--- config.mk ---
export PLATFORM = sky130hd
export DESIGN_NAME = wide_reg_window
export DESIGN_NICKNAME = d
export VERILOG_FILES = /design/src/rtl/wide_reg_pkg.sv /design/src/rtl/wide_reg_hold.sv /design/src/rtl/wide_reg_rdmux.sv /design/src/rtl/wide_reg_wrgate.sv /design/src/rtl/wide_reg_window.sv
export SDC_FILE = /design/constraint.sdc
export NUM_CORES = 1
export LEC_CHECK = 0
export ABC_CLOCK_PERIOD_IN_PS = 1100
export BUFFER_PORTS_ARGS = -buffer_cell sky130_fd_sc_hd__buf_2
export CELL_PAD_IN_SITES_DETAIL_PLACEMENT = 1
export CELL_PAD_IN_SITES_GLOBAL_PLACEMENT = 2
export CORE_ASPECT_RATIO = 0.7
export CORE_UTILIZATION = 18
export CTS_CLUSTER_DIAMETER = 120
export DETAILED_ROUTE_END_ITERATION = 10
export GPL_TIMING_DRIVEN = 0
export PLACE_DENSITY = 0.8
export SYNTH_ARGS = -nofsm -noshare
export SYNTH_HDL_FRONTEND = slang
export SYNTH_HIERARCHICAL = 1
export SYNTH_SLANG_ARGS = --single-unit
--- constraint.sdc ---
create_clock -name clk -period 1.1 [get_ports clk]
set_input_delay 0.22 -clock clk [delete_from_list [all_inputs] [get_ports clk]]
set_output_delay 0.22 -clock clk [all_outputs]
set_load 0.005 [all_outputs]
--- src/rtl/wide_reg_pkg.sv ---
package wide_reg_pkg;
   typedef enum logic {SEL_LO = 1'b0, SEL_HI = 1'b1} byte_sel_e;
endpackage

--- src/rtl/wide_reg_hold.sv ---
module wide_reg_hold #(
   parameter int BUS_W = 8
) (
   input  logic             clk,
   input  logic             rst_n,
   input  logic             cap_en,
   input  logic [BUS_W-1:0] cap_byte,
   input  logic             ld_en,
   input  logic [BUS_W-1:0] ld_byte,
   output logic [BUS_W-1:0] hold_q
);
   always_ff @(posedge clk) begin
      if (!rst_n)      hold_q <= '0;
      else if (ld_en)  hold_q <= ld_byte;
      else if (cap_en) hold_q <= cap_byte;
   end

   AST_HOLD_CAPTURE: assert property (@(posedge clk) disable iff (!rst_n)
      (cap_en && !ld_en) |=> hold_q == $past(cap_byte));
   AST_HOLD_LOAD: assert property (@(posedge clk) disable iff (!rst_n)
      ld_en |=> hold_q == $past(ld_byte));
   AST_HOLD_STABLE: assert property (@(posedge clk) disable iff (!rst_n)
      (!cap_en && !ld_en) |=> $stable(hold_q));
endmodule

--- src/rtl/wide_reg_rdmux.sv ---
module wide_reg_rdmux #(
   parameter int BUS_W = 8
) (
   input  logic               rd,
   input  logic               hi,
   input  logic [BUS_W-1:0]   lo_byte,
   input  logic [BUS_W-1:0]   hold_byte,
   output logic [BUS_W-1:0]   rdata
);
   import wide_reg_pkg::*;
   always_comb begin
      rdata = '0;
      if (rd) rdata = (byte_sel_e'(hi) == SEL_HI) ? hold_byte : lo_byte;
   end
endmodule

--- src/rtl/wide_reg_wrgate.sv ---
module wide_reg_wrgate #(
   parameter bit GATE_WR = 1'b1
) (
   input  logic wr,
   input  logic hi,
   input  logic mode_ok,
   output logic hi_ld,
   output logic lo_commit
);
   logic allow;
   generate
      if (GATE_WR) begin : g_gated
         assign allow = wr & mode_ok;
      end else begin : g_open
         assign allow = wr;
      end
   endgenerate
   assign hi_ld     = allow & hi;
   assign lo_commit = allow & ~hi;
endmodule

--- src/rtl/wide_reg_window.sv ---
module wide_reg_window #(
   parameter int BUS_W   = 8,
   parameter int REG_W   = 16,
   parameter bit GATE_WR = 1'b1
) (
   input  logic             clk,
   input  logic             rst_n,
   input  logic             bus_hi,
   input  logic             bus_rd,
   input  logic             bus_wr,
   input  logic [BUS_W-1:0] bus_wdata,
   output logic [BUS_W-1:0] bus_rdata,
   input  logic             top_mode,
   input  logic [REG_W-1:0] reg_val,
   output logic [REG_W-1:0] reg_wdata,
   output logic             reg_we
);
   localparam int HI_LSB = REG_W - BUS_W;

   generate
      if (REG_W != 2 * BUS_W) begin : g_bad_width
         $error("wide_reg_window: REG_W must be twice BUS_W");
      end
      if (BUS_W < 1) begin : g_bad_bus
         $error("wide_reg_window: BUS_W must be positive");
      end
   endgenerate

   logic [BUS_W-1:0] hold_q;
   logic             hi_ld, lo_commit, lo_read;

   assign lo_read = bus_rd & ~bus_hi;

   wide_reg_wrgate #(.GATE_WR(GATE_WR)) u_wrgate (
      .wr(bus_wr), .hi(bus_hi), .mode_ok(top_mode),
      .hi_ld(hi_ld), .lo_commit(lo_commit)
   );

   wide_reg_hold #(.BUS_W(BUS_W)) u_hold (
      .clk(clk), .rst_n(rst_n),
      .cap_en(lo_read), .cap_byte(reg_val[REG_W-1:HI_LSB]),
      .ld_en(hi_ld), .ld_byte(bus_wdata),
      .hold_q(hold_q)
   );

   wide_reg_rdmux #(.BUS_W(BUS_W)) u_rdmux (
      .rd(bus_rd), .hi(bus_hi),
      .lo_byte(reg_val[BUS_W-1:0]), .hold_byte(hold_q),
      .rdata(bus_rdata)
   );

   assign reg_we    = lo_commit;
   assign reg_wdata = {hold_q, bus_wdata};

   AST_WE_NEEDS_MODE: assert property (@(posedge clk) disable iff (!rst_n)
      reg_we |-> (top_mode || !GATE_WR));
   AST_WE_ONLY_LOW: assert property (@(posedge clk) disable iff (!rst_n)
      reg_we |-> (bus_wr && !bus_hi));
   AST_COMMIT_PAIR: assert property (@(posedge clk) disable iff (!rst_n)
      (bus_wr && bus_hi && reg_we == 1'b0 && top_mode) |=> (!(bus_wr && !bus_hi && top_mode) || reg_wdata[REG_W-1:HI_LSB] == $past(bus_wdata)));
   AST_IDLE_ZERO: assert property (@(posedge clk) disable iff (!rst_n)
      !bus_rd |-> bus_rdata == '0);
   AST_LO_LIVE: assert property (@(posedge clk) disable iff (!rst_n)
      (bus_rd && !bus_hi) |-> bus_rdata == reg_val[BUS_W-1:0]);
endmodule

Yosys cells after proc, flatten, opt, wreduce, memory -nomap -nowiden
Cells that the tools add are included.
- multiplexer cells: 4
- bitwise operators: 5
- reductions and logical operators: 1
- operator list (kind ; number):
    $mux W8 ; 4
    $and A1 B1 Y1 ; 4
    $reduce_bool A2 Y1 ; 1
    $not A1 Y1 ; 1
- register bits: 8
- logic and storage cells: 11

Longest topological paths before layout
- depth after elaboration: 4
- gate-level depth with buffers: 4
- depth with buffers taken out: 3

Cells and area by module
The synthesis kept the hierarchy.
- modules (own cells, without submodules) (module ; instances ; cells an instance ; area an instance (um2) ; sequential area each (um2)):
    wide_reg_hold ; 1 ; 35 ; 440.4 ; 160.2
    wide_reg_rdmux ; 1 ; 17 ; 141.4 ; 0.0
    wide_reg_window ; 1 ; 9 ; 73.8 ; 0.0
    wide_reg_wrgate ; 1 ; 2 ; 16.3 ; 0.0

Worst setup path before layout
Ideal clock, no wire load.
- path kind: in2reg
- start point: input port bus_rd
- end point: register u_hold.hold_q[0]
- library setup time: 0.116 ns
- data arrival time: 0.961 ns
- data required time: 0.984 ns
- setup slack: 0.023 ns
- stages: 4
- path buffers: 1
- cell sequence: nor2b_4 > buf_6 > mux2_4 > o211a_1
- word-level cells in the longest chain between the ends: 2
- RTL lines (item ; line ; RTL):
    start: declaration ; wide_reg_window.sv:9 ; input logic bus_rd,
    $and A1 B1 Y1 ; wide_reg_window.sv:32 ; assign lo_read = bus_rd & ~bus_hi;
    $reduce_bool A2 Y1 (no line) ; -- ;
    end signal: assignment ; wide_reg_hold.sv:14 ; else if (ld_en) hold_q <= ld_byte;
    end signal: assignment ; wide_reg_hold.sv:15 ; else if (cap_en) hold_q <= cap_byte;
    end: declaration ; wide_reg_hold.sv:10 ; output logic [BUS_W-1:0] hold_q
No other way between the ends.
A chain may end at the register's enable or synchronous reset.

Worst setup path in the final report
- start point: register u_hold.hold_q[5]
- end point: output port bus_rdata[5]
- word-level cells in the longest chain between the ends: 2
- RTL lines (item ; line ; RTL):
    $mux W8 (2 in a row) ; wide_reg_rdmux.sv:13 ; if (rd) rdata = (byte_sel_e'(hi) == SEL_HI) ? hold_byte : lo_byte;
    end: declaration ; wide_reg_window.sv:12 ; output logic [BUS_W-1:0] bus_rdata,
No other way between the ends.

==> metrics.txt <==
status finished, final reports clean; Clock Tree Root clkbuf_8; drt drc 0; setup ws final 5.73 ps; FMAX 914 MHz; total CTS buffers 3; # setup viols final 0; r2r setup slk 90 ps; first-pass GRT wire length 3.15 mm; CP startpoint kind flip-flop; largest net degree at the start of global routing 17; CP Class reg -> out; sequential area share after synthesis 23.8%; via/cell ratio 4.01; max FFs per register 8; total power 1010 uW; Fill cells 442; Power Density 922 nW/um^2; die footprint 3980 um^2; Routed WL per cell 12.7 um; CTS Hold Bufs 0; Crit path largest cell delay 310 ps; fin nets 153; min-delay src bus_wdata[7]; Initial Util 19.0%; final setup skew 0 ps; wl on met1 964 um; Min-Delay Endpoint u_hold/hold_q[7]; yosys warns 6; Crit path required time 880 ps; diode count 0; sw frac 24.9%; Max Cap Violations 0; layout cells sized above 1 71.9%; number of port buffers 53; Clock Sinks 8; Tot GR Track Use 11.3%; die height 53.1 um; Die X 75.0 um; area growth from synthesis to layout 62.8%; Crit-path slowest cell dfxtp_2; top flop regs u_hold/hold_q (8); WL met2 1.05 mm; Post-Syn Nets 93; total congestion overflow 0; I/O pins 55; min cycle time layout 1090 ps; Max Used Layer met3; Clk pwr share 35.5%; Hold Violations, Final 0; Placement Setup Slack -321 ps; vias in the first global route 644; Core Region 3540 um^2; DRT Pass-1 Iters 4; pins over their slew limit 0; Sw Pwr 251 uW; worst slew pin tran 413 ps; Clk pin slew, worst setup/hold paths 40 ps; syn_area_per_cell 10.7 um^2; num rows 18; crit path buf inv count 1; initial DRC count 13; area occupied by multi-input gates 420 um^2; final WL 2.17 mm; internal power 758 uW; FF+latch area 170 um^2; kind of end point of the critical path output port; Syn Inst Count 63; synthesized flop and latch total 8; Leak 0.000652 uW; Worst VDD drop 0.442 mV; commonest non-fill, non-tap cell in the layout buf_2; Final period util 99.5%; HPWL after DPL 1.73 mm; commonest cells after routing, fill and taps aside 51 x buf_2, 11 x buf_4; Vias 686; crit-path leading delay family flip-flops; RSZ-0062 raised after global routing yes; Biggest register u_hold/hold_q; Clock Path Buffers 2; H-tree depth 1; Critical Path AT 870 ps; cells on worst reg2reg path 3; Comb power frac 31.6%; Cell Area, Synth 672 um^2; initial antenna violation count 0; reg2reg end u_hold/hold_q[1]; HP Class in -> reg; Met3 Wirelength 162 um; GP Congestion 0.668; slew margin rel. 72.5%; WHS Path Cells 3; TritonCTS clock tree yes; worst skew pair latency 230 ps; Antenna Nets Post-Route 0; Cell variety after synth 13; Seq pwr share 32.9%; maximum net fanout on the critical path 2; crit path cell chain mux2i_1 > nor2b_1 > buf_2; final setup TNS 0 ps; worst reg2reg path startpoint u_hold/hold_q[1]
-- cell families (layout without fill, tap and decap cells) --
logic type | Yosys count | count (layout) | synth area share, %
simple gates | 19 | 19 | 20.9
flops | 8 | 8 | 23.8
buf+inv | 12 | 70 | 13.6
mux | 16 | 16 | 29.8
compound gates | 8 | 8 | 11.9
-- per-layer routing --
layer	vias to the layer above	GRT usage [%]
met5	-	0
li1	328	-
met2	32	19.7
met4	0	0.943
met3	0	4.00
met1	326	13.8
-- tightest hold or removal path, stage by stage --
cell and delay [ps]:
buf_2 90, or2b_1 80, o211a_1 130
-- through the flow --
stage          utilization (%)  hold slack, ps  std cells  instance area, um^2
6_report                  30.9             322        171                 1090
5_1_grt                   30.9             329        171                 1090
4_1_cts                   30.9             319        171                 1090
3_5_place_dp              28.3             563        166                 1000
3_3_place_gp              28.3             548        166                 1000
2_1_floorplan                -             446         63                  672
-- synth_stat cells (all sizes together) --
| cell | count | area (um^2) |
|---|---|---|
| and3 | 1 | 7.51 |
| and3b | 1 | 8.76 |
| buf | 12 | 91.3 |
| dfxtp | 8 | 160 |
| mux2 | 8 | 120 |
| mux2i | 8 | 80.1 |
| nor2b | 9 | 63.8 |
| o211a | 8 | 80.1 |
| or2b | 8 | 60.1 |
-- power groups by stage --
stage               clock network, uW  registers [uW]  logic (uW)
CTS                               381             332         325
global route                      397             335         349
global placement                    0             333         292
floorplan                           0             335         161
detailed placement                  0             334         302
finish                            358             332         319
-- cell type report --
cell class / instances / share of cell area [%]
buffer: 11 / 9.04
clock buffer: 3 / 3.78
multi-input combinational: 43 / 38.4
sequential: 8 / 15.6
tap: 50 / 5.72
timing repair buffer: 56 / 27.5
-- worst max path at each step --
stage,startpoint,endpoint,slack [ps],cells past startpoint
global route,u_hold/hold_q[5],bus_rdata[5],-50,3
CTS,u_hold/hold_q[5],bus_rdata[5],-20,3
global placement,bus_rd,u_hold/hold_q[1],-290,5
finish,u_hold/hold_q[5],bus_rdata[5],6,3
floorplan,bus_rd,u_hold/hold_q[0],20,4
detailed placement,bus_rd,u_hold/hold_q[3],-320,5
-- timing repair --
action                     CTS  global route
buffers inserted             3             0
gates cloned                 0             0
resized for setup           15             0
hold endpoints to repair     0             0
setup endpoints to repair   16             8
(Power assumes the default switching activity.)
